===== src/rtl/rwc_pkg.sv =====
package rwc_pkg;
  localparam int unsigned PORT_PROG = 0;
  localparam int unsigned PORT_DATA = 1;
  localparam int unsigned PORT_DMA  = 2;

  function automatic int unsigned idx_width(input int unsigned n);
    return (n > 1) ? $clog2(n) : 1;
  endfunction
endpackage


===== src/rtl/rwc_reset_sync.sv =====
module rwc_reset_sync #(
  parameter int unsigned STAGES = 2
) (
  input  logic clk,
  input  logic rst_n,
  output logic rst_sync_n
);
  logic [STAGES-1:0] sync_q;
  logic [STAGES-1:0] sync_d;

  always_comb begin
    sync_d = {sync_q[STAGES-2:0], 1'b1};
  end

  always_ff @(posedge clk or negedge rst_n) begin
    if (!rst_n) sync_q <= '0;
    else        sync_q <= sync_d;
  end

  assign rst_sync_n = sync_q[STAGES-1];
endmodule


===== src/rtl/rwc_mode_reg.sv =====
module rwc_mode_reg #(
  parameter int unsigned BOOT_W = 3
) (
  input  logic              clk,
  input  logic              rst_n,
  input  logic [BOOT_W-1:0] boot_i,
  input  logic              wr_en_i,
  input  logic              wr_val_i,
  output logic              mode_o,
  output logic              strap_done_o
);
  logic mode_q, mode_d;
  logic done_q, done_d;

  // The pins are looked at exactly once: on the first edge out of reset.
  always_comb begin
    mode_d = mode_q;
    done_d = 1'b1;
    if (!done_q)      mode_d = (boot_i == '0);
    else if (wr_en_i) mode_d = wr_val_i;
  end

  always_ff @(posedge clk or negedge rst_n) begin
    if (!rst_n) begin
      mode_q <= 1'b1;
      done_q <= 1'b0;
    end else begin
      mode_q <= mode_d;
      done_q <= done_d;
    end
  end

  assign mode_o       = mode_q;
  assign strap_done_o = done_q;
endmodule


===== src/rtl/rwc_prio_arb.sv =====
module rwc_prio_arb #(
  parameter int unsigned N  = 3,
  parameter int unsigned IW = 2
) (
  input  logic [N-1:0]  req_i,
  output logic          any_o,
  output logic [IW-1:0] idx_o
);
  // Highest index wins.
  always_comb begin
    logic found;
    found = 1'b0;
    idx_o = '0;
    for (int i = N - 1; i >= 0; i--) begin
      if (req_i[i] && !found) begin
        found = 1'b1;
        idx_o = IW'(i);
      end
    end
  end

  assign any_o = |req_i;
endmodule


===== src/rtl/rwc_rom_seq.sv =====
module rwc_rom_seq #(
  parameter int unsigned WAW       = 23,
  parameter int unsigned OUT_W     = 14,
  parameter int unsigned IW        = 2,
  parameter int unsigned FIRST_LAT = 3,
  parameter int unsigned NEXT_LAT  = 2
) (
  input  logic             clk,
  input  logic             rst_n,
  input  logic             sw_rst_i,
  input  logic             start_i,
  input  logic [IW-1:0]    start_idx_i,
  input  logic [WAW-1:0]   start_waddr_i,
  output logic             busy_o,
  output logic             done_o,
  output logic [IW-1:0]    owner_o,
  output logic [OUT_W-1:0] waddr_o
);
  localparam int unsigned MAX_LAT = (FIRST_LAT > NEXT_LAT) ? FIRST_LAT : NEXT_LAT;
  localparam int unsigned CW      = $clog2(MAX_LAT + 1);

  logic           busy_q, busy_d;
  logic [CW-1:0]  cnt_q, cnt_d;
  logic [IW-1:0]  own_q, own_d;
  logic [WAW-1:0] wa_q, wa_d;
  logic           hv_q, hv_d;
  logic [IW-1:0]  hown_q, hown_d;
  logic [WAW-1:0] hwa_q, hwa_d;
  logic           follow;

  assign done_o = busy_q && (cnt_q == CW'(1));
  assign follow = hv_q && (hown_q == start_idx_i) &&
                  (start_waddr_i == WAW'(hwa_q + 1'b1));

  always_comb begin
    busy_d = busy_q;
    cnt_d  = cnt_q;
    own_d  = own_q;
    wa_d   = wa_q;
    hv_d   = hv_q;
    hown_d = hown_q;
    hwa_d  = hwa_q;
    if (sw_rst_i) begin
      busy_d = 1'b0;
      hv_d   = 1'b0;
    end else if (busy_q) begin
      if (done_o) begin
        busy_d = 1'b0;
        hv_d   = 1'b1;
        hown_d = own_q;
        hwa_d  = wa_q;
      end else begin
        cnt_d = cnt_q - 1'b1;
      end
    end else if (start_i) begin
      busy_d = 1'b1;
      own_d  = start_idx_i;
      wa_d   = start_waddr_i;
      cnt_d  = follow ? CW'(NEXT_LAT - 1) : CW'(FIRST_LAT - 1);
    end else begin
      hv_d = 1'b0;
    end
  end

  always_ff @(posedge clk or negedge rst_n) begin
    if (!rst_n) begin
      busy_q <= 1'b0;
      cnt_q  <= '0;
      own_q  <= '0;
      wa_q   <= '0;
      hv_q   <= 1'b0;
      hown_q <= '0;
      hwa_q  <= '0;
    end else begin
      busy_q <= busy_d;
      cnt_q  <= cnt_d;
      own_q  <= own_d;
      wa_q   <= wa_d;
      hv_q   <= hv_d;
      hown_q <= hown_d;
      hwa_q  <= hwa_d;
    end
  end

  assign busy_o  = busy_q;
  assign owner_o = own_q;
  assign waddr_o = wa_q[OUT_W-1:0];
endmodule


===== src/rtl/rwc_rom_data.sv =====
module rwc_rom_data #(
  parameter int unsigned RAW  = 14,
  parameter int unsigned DW   = 16,
  parameter logic [DW-1:0] SEED = 16'hC3A5
) (
  input  logic [RAW-1:0] waddr_i,
  output logic [DW-1:0]  data_o
);
  // Contents are a closed-form function of the word index.
  logic [RAW+1:0] raw;
  assign raw    = {waddr_i, 2'b01};
  assign data_o = DW'(raw) ^ SEED;
endmodule


===== src/rtl/rom_window_ctrl.sv =====
module rom_window_ctrl #(
  parameter int unsigned NPORT     = 3,
  parameter int unsigned AW        = 24,
  parameter int unsigned DW        = 16,
  parameter int unsigned WIN_LSB   = 15,
  parameter int unsigned BOOT_W    = 3,
  parameter int unsigned FIRST_LAT = 3,
  parameter int unsigned NEXT_LAT  = 2,
  parameter int unsigned SYNC_STG  = 2,
  parameter logic [DW-1:0] ROM_SEED = 16'hC3A5
) (
  input  logic                          clk,
  input  logic                          rst_n,
  input  logic [BOOT_W-1:0]             boot_mode_i,
  input  logic                          sw_rst_i,
  input  logic                          mode_we_i,
  input  logic                          mode_wd_i,
  output logic                          mode_o,
  input  logic [NPORT-1:0]              req_i,
  input  logic [NPORT-1:0]              we_i,
  input  logic [NPORT-1:0][AW-1:0]      addr_i,
  output logic [NPORT-1:0]              ready_o,
  output logic [NPORT-1:0]              ext_sel_o,
  output logic [NPORT-1:0][AW-1:0]      ext_addr_o,
  output logic [NPORT-1:0][DW-1:0]      rdata_o
);
  localparam int unsigned IW  = rwc_pkg::idx_width(NPORT);
  localparam int unsigned WAW = AW - 1;
  localparam int unsigned RAW = WIN_LSB - 1;

  logic             rst_core_n;
  logic             mode;
  logic             strap_done;
  logic [NPORT-1:0] in_win;
  logic [NPORT-1:0] rd_req;
  logic [NPORT-1:0] wr_drop;
  logic [NPORT-1:0] arb_req;
  logic             arb_any;
  logic [IW-1:0]    arb_idx;
  logic             seq_busy;
  logic             seq_done;
  logic [IW-1:0]    seq_owner;
  logic [RAW-1:0]   seq_waddr;
  logic [WAW-1:0]   start_waddr;
  logic [DW-1:0]    rom_word;

  rwc_reset_sync #(.STAGES(SYNC_STG)) u_rst (
    .clk(clk), .rst_n(rst_n), .rst_sync_n(rst_core_n)
  );

  rwc_mode_reg #(.BOOT_W(BOOT_W)) u_mode (
    .clk(clk), .rst_n(rst_core_n), .boot_i(boot_mode_i),
    .wr_en_i(mode_we_i), .wr_val_i(mode_wd_i),
    .mode_o(mode), .strap_done_o(strap_done)
  );

  generate
    for (genvar p = 0; p < NPORT; p++) begin : g_port
      assign in_win[p]     = &addr_i[p][AW-1:WIN_LSB];
      assign ext_sel_o[p]  = req_i[p] && (!in_win[p] || mode);
      assign wr_drop[p]    = req_i[p] && we_i[p] && in_win[p] && !mode;
      assign rd_req[p]     = req_i[p] && !we_i[p] && in_win[p] && !mode;
      assign ext_addr_o[p] = addr_i[p];
      assign ready_o[p]    = wr_drop[p] || (seq_done && (seq_owner == IW'(p)));
      assign rdata_o[p]    = (seq_done && (seq_owner == IW'(p))) ? rom_word : '0;
    end
  endgenerate

  assign arb_req     = rd_req & {NPORT{~seq_busy}};
  assign start_waddr = addr_i[arb_idx][AW-1:1];

  rwc_prio_arb #(.N(NPORT), .IW(IW)) u_arb (
    .req_i(arb_req), .any_o(arb_any), .idx_o(arb_idx)
  );

  rwc_rom_seq #(
    .WAW(WAW), .OUT_W(RAW), .IW(IW),
    .FIRST_LAT(FIRST_LAT), .NEXT_LAT(NEXT_LAT)
  ) u_seq (
    .clk(clk), .rst_n(rst_core_n), .sw_rst_i(sw_rst_i),
    .start_i(arb_any), .start_idx_i(arb_idx), .start_waddr_i(start_waddr),
    .busy_o(seq_busy), .done_o(seq_done), .owner_o(seq_owner), .waddr_o(seq_waddr)
  );

  rwc_rom_data #(.RAW(RAW), .DW(DW), .SEED(ROM_SEED)) u_rom (
    .waddr_i(seq_waddr), .data_o(rom_word)
  );

  assign mode_o = mode;
endmodule


===== config.mk =====
export PLATFORM = sky130hd
export DESIGN_NAME = rom_window_ctrl
export DESIGN_NICKNAME = d
export VERILOG_FILES = /design/src/rtl/rwc_pkg.sv /design/src/rtl/rwc_reset_sync.sv /design/src/rtl/rwc_mode_reg.sv /design/src/rtl/rwc_prio_arb.sv /design/src/rtl/rwc_rom_seq.sv /design/src/rtl/rwc_rom_data.sv /design/src/rtl/rom_window_ctrl.sv
export SDC_FILE = /design/constraint.sdc
export NUM_CORES = 1
export LEC_CHECK = 0
export ABC_AREA = 1
export BUFFER_PORTS_ARGS = -buffer_cell sky130_fd_sc_hd__buf_2
export CORE_MARGIN = 2
export CORE_UTILIZATION = 45
export DETAILED_ROUTE_END_ITERATION = 7
export GPL_ROUTABILITY_DRIVEN = 0
export PLACE_DENSITY = 0.85
export SLEW_MARGIN = 20
export SYNTH_ARGS = -nofsm -noshare
export SYNTH_HDL_FRONTEND = slang
export SYNTH_HIERARCHICAL = 1
export SYNTH_SLANG_ARGS = --single-unit
export TNS_END_PERCENT = 5

===== constraint.sdc =====
create_clock -name clk -period 1.98 [get_ports clk]
set_input_delay 0.396 -clock clk [delete_from_list [all_inputs] [get_ports clk]]
set_output_delay 0.396 -clock clk [all_outputs]
set_load 0.02 [all_outputs]

==> flow_metrics.tcl, run 1 <==
set metrics [dict create \
    status "finished, violations left" \
    violations "setup timing" \
    syn2layout_area_growth_pct 33.04 \
    cts_tree "done" \
    multiInputGateArea_sq_um 2715 \
    grt_pass1_vias 5339 \
    ff_latch_area_sq_um 1454 \
    first_pass_iters 5 \
    grt_pass1_wl_um 25250 \
    clkPwrFrac_pct 45.7 \
    cts_buffer_depth 2 \
    initial_utilization_pct 45.83 \
    fin_hold_ws_ns 0.2697 \
    slew_headroom_pct 55.07 \
    critPathKind "reg2reg" \
    routed_wl_um 16770 \
    setup_viol 65 \
    yosysUniqueCellTypes 30 \
    synth_area_leaders "dfrtp_1, buf_4, nand2_1" \
    drv_slew 0 \
    syn_area_sq_um 5211 \
    crit_chain "inv_2, nand2_2, nor2_4, inv_2, nor3_4, inv_2, nor2_4, buf_8, nor2_1, nor2_1, o21ai_1, nand2_1, xor2_2, nand2_1, nand2_1, nand2_1, nor2_1, nand2_1, nor2_2, nand2_2, nand2_1, nand2_1" \
    crit_top_cell "nand2_1" \
    nets 1074 \
    synth_top_flop_cell "dfrtp_1" \
    fmax_ghz 0.3580 \
    die-area_sq_um 12460 \
    fin_crit_sh_pct 141.1 \
    groute.usage.overall_pct 25.16 \
    tightest_slew_ns 0.6740 \
    dpl_worst_slack_ns -0.8579 \
    required_ns 2.19 \
    synth-edff-count 0 \
    arrival_ns 3.01 \
    maxCapViolCount 0 \
    power_density_nw_per_um2 522.5 \
    hold_viol_final 0 \
    place_inst 1098 \
    path_clk_slew_ns 0.05 \
    power_leakage_uw 0.003858 \
    combPwrFrac_pct 19.2 \
    ir_worst_vdd_mv 0.4921 \
    antenna_found_initial 0 \
    seq_power_share_pct 35.1 \
    grt_max_degree 31 \
    crit_family "simple AND/OR/NAND/NOR gates" \
    die_w_um 111.6 \
    post-route-min-period_ns 2.793 \
    synth_top_area_share_pct 27.37 \
    drt_iter0_markers 367 \
    postRouteAntennaNets 0 \
    worst_clock_skew_ns 0.004739 \
    via_per_inst 5.102 \
    filler_cell_count 1000 \
    swShare_pct 27.28 \
    synthArstFlopShare_pct 100.0 \
    postSynthAreaPerCell_sq_um 6.402 \
    overflow 0 \
    setup_slack_ns -0.8130 \
    yosys_warnings 6 \
    drive_gt1_share_pct 39.76 \
    die_h_um 111.6 \
    crit_slowest_cell "dfstp_2" \
    yosysMostFrequentCell "nand2_1" \
    critPathLaunchType "flip-flop" \
    clock_latency_ns 0.33 \
    path_max_fanout 18 \
    syn_inst 814 \
    antennaDiodeCount 0 \
    hold_path.class "in2reg" \
    p_switching_uw 988.2 \
    cp_num_buf_inv 4 \
    numPortBuffers 200 \
    hpwl_um 11960 \
    slowest_delay_ns 0.38 \
    rsz0062_at_grt "true" \
    p_int_uw 2634 \
    ioPinCount 213 \
    htree_num_levels 3 \
    drc 0 \
    ys_seq_elements 58 \
    num_vias 5786 \
    yosys.area.top_type "dfrtp_1" \
    final_cells 1134 \
    ys_seq_area_share_pct 27.88 \
    clock-root-buffer "clkbuf_16" \
    cts_buffers 9 \
    synth_common_cells "nand2_1, nor2_1, inv_1" \
    cts.sinks 58 \
    fin_total_pwr_uw 3622 \
    critPathCaptureType "flip-flop" \
    wire_per_inst_um 14.78 \
    num_rows 39 \
    core_sq_um 11370 \
]
area by class of cell:
| cell class | instances | share of cell area (%) |
|---|---|---|
| tap | 143 | 2.581 |
| clock buffer | 11 | 3.501 |
| sequential | 58 | 20.97 |
| clock inverter | 5 | 1.119 |
| timing repair buffer | 280 | 27.00 |
| inverter | 104 | 5.667 |
| multi-input combinational | 533 | 39.16 |
tightest hold or removal path: cells and delay by family:
family                 cells  cell delay, ns
and+or+nand+nor            3            0.12
buffers and inverters      1            0.08
path summary, 6_finish.rpt:
| path | to | startpoint | depth (start not counted) | slack (ns) |
|---|---|---|---|---|
| worst min register to register | u_seq/wa_q[10]$_DFFE_PN0P_ | u_rst/sync_q[1]$_DFF_PN0_ | 0 | 0.31 |
| worst min-delay path | u_mode/mode_o$_DFFE_PN1P_ | boot_mode_i[0] | 4 | 0.27 |
| max in group asynchronous | u_seq/owner_o[1]$_DFFE_PN0P_ | u_rst/sync_q[1]$_DFF_PN0_ | 1 | 1.08 |
| min in group asynchronous | u_seq/wa_q[10]$_DFFE_PN0P_ | u_rst/sync_q[1]$_DFF_PN0_ | 0 | 0.31 |
| worst max-delay path | u_seq/cnt_q[1]$_DFFE_PN0P_ | u_mode/mode_o$_DFFE_PN1P_ | 22 | -0.81 |
| worst max register to register | u_seq/cnt_q[1]$_DFFE_PN0P_ | u_mode/mode_o$_DFFE_PN1P_ | 22 | -0.81 |
sequential cells by signal, summed over array words and instances, names as in the netlist:
name,count
u_seq/hown_q,2
u_rst/sync_q,2
u_seq/hv_q,1
u_mode/strap_done_o,1
u_seq/owner_o,2
u_seq/cnt_q,2
u_seq/wa_q,23
u_seq/busy_o,1
u_seq/hwa_q,23
u_mode/mode_o,1
cell usage in the layout, fill, tap and decap left out, types with 5 or more instances in the layout:
| cell | count |
|---|---|
| buf_12 | 8 |
| o21ai_0 | 23 |
| dfrtp_1 | 56 |
| nor2_1 | 134 |
| o21ai_2 | 5 |
| nand2_2 | 17 |
| xnor2_1 | 8 |
| nor2_2 | 25 |
| clkbuf_16 | 9 |
| inv_2 | 9 |
| nand3_1 | 46 |
| xor2_1 | 8 |
| mux2_2 | 11 |
| buf_4 | 85 |
| buf_2 | 166 |
| nor2_4 | 18 |
| o21ai_1 | 17 |
| nand3_2 | 5 |
| buf_6 | 18 |
| nand2_1 | 175 |
| a21oi_1 | 18 |
| inv_1 | 93 |
power by group through the flow:
stage	Combinational, uW	Sequential (uW)	Clock, uW
finish	697	1270	1650
global route	754	1280	1750
CTS	653	1270	1690
detailed placement	617	1290	0
global placement	610	1290	0
floorplan	439	1290	0
metrics by stage:
step / TNS, ns / instance area [sq um] / util [%]
2_1_floorplan: -0.8217 / 5225 / -
3_3_place_gp: -7.249 / 6076 / 53.44
3_5_place_dp: -8.129 / 6076 / 53.44
4_1_cts: -6.883 / 6694 / 58.88
5_1_grt: -14.41 / 6933 / 60.98
6_report: -8.649 / 6933 / 60.98
timing repair:
action / 4_1_cts / 5_1_grt
buffers inserted: 17 / 2
endpoints found under the hold margin: 2 / 0
gates resized for setup: 55 / 76
hold buffers: 1 / 0
endpoints found under the setup margin: 64 / 71
pin swaps: 18 / 16
cells by family (layout without fill, tap and decap cells):
kind of cell	Yosys count	count (layout)	share of synthesized area, %
compound gates	70	70	7.035
other cells	3	4	0.2161
simple gates	429	429	34.62
mux	11	11	2.377
flops	58	58	27.88
fa+ha+maj	2	2	0.4801
buf+inv	224	400	24.54
xor+xnor	17	17	2.857
layer usage:
layer | part of all wire (%) | up-vias | global-route usage [%]
li1 | - | 2732 | -
met1 | 37 | 2641 | 30.27
met2 | 50 | 352 | 43.05
met3 | 8.8 | 61 | 6.206
met4 | 3.9 | 0 | 10.62
met5 | 0 | - | 0
Note: power is estimated with default switching activity, not from simulation.
==> run 2: changes to the inputs <==
--- a/config.mk
+++ b/config.mk
@@ -9,9 +9,11 @@
 export BUFFER_PORTS_ARGS = -buffer_cell sky130_fd_sc_hd__buf_2
 export CORE_MARGIN = 2
 export CORE_UTILIZATION = 45
+export CTS_CLUSTER_SIZE = 10
 export DETAILED_ROUTE_END_ITERATION = 7
 export GPL_ROUTABILITY_DRIVEN = 0
 export PLACE_DENSITY = 0.85
+export RECOVER_POWER = 25
 export SLEW_MARGIN = 20
 export SYNTH_ARGS = -nofsm -noshare
 export SYNTH_HDL_FRONTEND = slang
==> run 2 against run 1 <==
Effect of this change: the flow still finishes with violations (setup timing); combinational power down 0.6%; clock skew up 0.0026 ns; register-to-register slack about the same; first-iteration DRC count up 12%; sequential share of layout area about the same; setup slack better by 0.0033 ns; sequential power about the same; utilization down 0.13 points; die area unchanged; final cell count unchanged; routed wire length down 0.23%.
==> flow_metrics.tcl, run 2 (synthesis results as in run 1) <==
set metrics [dict create \
    status "finished, violations left" \
    violations "setup timing" \
    path_max_fanout 18 \
    htree_num_levels 3 \
    critPathLaunchType "flip-flop" \
    ir_worst_vdd_mv 0.4926 \
    setup_viol 65 \
    final_core_util_pct 60.85 \
    crit_chain "inv_2, nand2_2, nor2_4, inv_2, nor3_4, inv_2, nor2_4, buf_8, nor2_1, nor2_1, o21ai_1, nand2_1, xor2_2, nand2_1, nand2_1, nand2_1, nor2_1, nand2_1, nor2_2, nand2_2, nand2_1, nand2_1" \
    ff_latch_area_sq_um 1453 \
    power_leakage_uw 0.003851 \
    drv_slew 0 \
    critPathCaptureType "flip-flop" \
    path_clk_slew_ns 0.05 \
    core_sq_um 11370 \
    overflow 0 \
    tightest_slew_ns 1.151 \
    maxCapViolCount 0 \
    rsz0062_at_grt "true" \
    die_h_um 111.6 \
    arrival_ns 3.01 \
    mostFrequentLayoutCell "nand2_1" \
    crit_family "simple AND/OR/NAND/NOR gates" \
    num_rows 39 \
    num_vias 5807 \
    hpwl_um 11960 \
    drc 0 \
    worst_clock_skew_ns 0.007312 \
    groute.usage.overall_pct 25.16 \
    antennaDiodeCount 0 \
    antenna_found_initial 0 \
    hold_viol_final 0 \
    grt_pass1_vias 5339 \
    first_pass_iters 5 \
    syn2layout_area_growth_pct 32.75 \
    postRouteAntennaNets 0 \
    filler_cell_count 1000 \
    die-area_sq_um 12460 \
    routed_wl_um 16730 \
    initial_utilization_pct 45.83 \
    multiInputGateArea_sq_um 2715 \
    drt_iter0_markers 412 \
    slew_headroom_pct 23.30 \
    numPortBuffers 200 \
    required_ns 2.20 \
    reg_top3 "u_seq/hwa_q x23, u_seq/wa_q x23" \
    crit_top_cell "nand2_1" \
    crit_slowest_cell "dfstp_2" \
    clock_latency_ns 0.33 \
    grt_pass1_wl_um 25250 \
    ioPinCount 213 \
    drive_gt1_share_pct 39.56 \
    cts_buffer_depth 2 \
    cts.sinks 58 \
    fin_crit_sh_pct 140.9 \
    nets 1074 \
    setup_slack_ns -0.8097 \
    fmax_ghz 0.3585 \
    slowest_delay_ns 0.37 \
    cp_num_buf_inv 4 \
    grt_max_degree 31 \
    cts_buffers 9 \
    power_density_nw_per_um2 523.4 \
    layout_common_cells "nand2_1, buf_2, nor2_1" \
    wire_per_inst_um 14.75 \
    hold_path.class "in2reg" \
    via_per_inst 5.121 \
    die_w_um 111.6 \
    fin_hold_ws_ns 0.2680 \
    clock-root-buffer "clkbuf_16" \
    critPathKind "reg2reg" \
    cts_tree "done" \
    post-route-min-period_ns 2.790 \
]
==> run 2: worst paths after layout <==
| kind | from | endpoint | slack (ns) | depth (start not counted) |
|---|---|---|---|---|
| min in group asynchronous | rst_n | u_rst/sync_q[0]$_DFF_PN0_ | 0.39 | 2 |
| worst min register to register | u_rst/sync_q[0]$_DFF_PN0_ | u_rst/sync_q[1]$_DFF_PN0_ | 0.35 | 0 |
| worst max-delay path | u_mode/mode_o$_DFFE_PN1P_ | u_seq/cnt_q[1]$_DFFE_PN0P_ | -0.81 | 22 |
| worst max register to register | u_mode/mode_o$_DFFE_PN1P_ | u_seq/cnt_q[1]$_DFFE_PN0P_ | -0.81 | 22 |
| worst min-delay path | boot_mode_i[0] | u_mode/mode_o$_DFFE_PN1P_ | 0.27 | 4 |
| max in group asynchronous | u_rst/sync_q[1]$_DFF_PN0_ | u_seq/owner_o[1]$_DFFE_PN0P_ | 0.37 | 1 |
==> run 2: repair_timing <==
item,4_1_cts,5_1_grt
hold buffers,1,0
gates resized for setup,55,76
pin swaps,18,16
endpoints found under the setup margin,64,71
endpoints found under the hold margin,2,0
buffers inserted,17,2
==> run 2: area by class of cell <==
| class | instances | area share (%) |
|---|---|---|
| well taps | 143 | 2.586 |
| flip-flops and latches | 58 | 21.00 |
| multi-input cells | 533 | 39.25 |
| clock inverters | 5 | 1.121 |
| clock buffers | 11 | 3.509 |
| repair buffers | 280 | 26.86 |
| inverters | 104 | 5.679 |
==> run 2: per-stage QoR <==
stage               setup WS (ns)  instance area (sq um)  TNS [ns]  power (uW)  std cells
floorplan                 -0.4283                   5225   -0.8217        1726        815
global placement          -0.7673                   6076    -7.249        1898       1098
detailed placement        -0.8579                   6076    -8.129        1907       1098
CTS                       -0.7316                   6694    -6.883        3617       1132
global route              -0.9724                   6918    -14.41        3776       1134
finish                    -0.8097                   6918    -8.461        3621       1134
==> run 2: report_power, final <==
part / total [uW] / internal (uW) / switching (uW)
registers: 1270 / 1230 / 45.6
clock network: 1660 / 1130 / 527
logic: 693 / 276 / 417
==> run 2: layer usage <==
layer / vias to the layer above / GRT usage [%] / wire length, um
met5: - / 0 / 0
li1: 2733 / - / -
met2: 319 / 43.05 / 8256
met1: 2670 / 30.27 / 6269
met4: 0 / 10.62 / 785
met3: 85 / 6.206 / 1414
==> run 2: worst reg2reg max path, delay by kind of cell, from the launching register on <==
family	cells	cell delay, ns
simple gates	16	1.55
buf+inv	4	0.41
flops	1	0.37
xor+xnor	1	0.25
compound gates	1	0.10
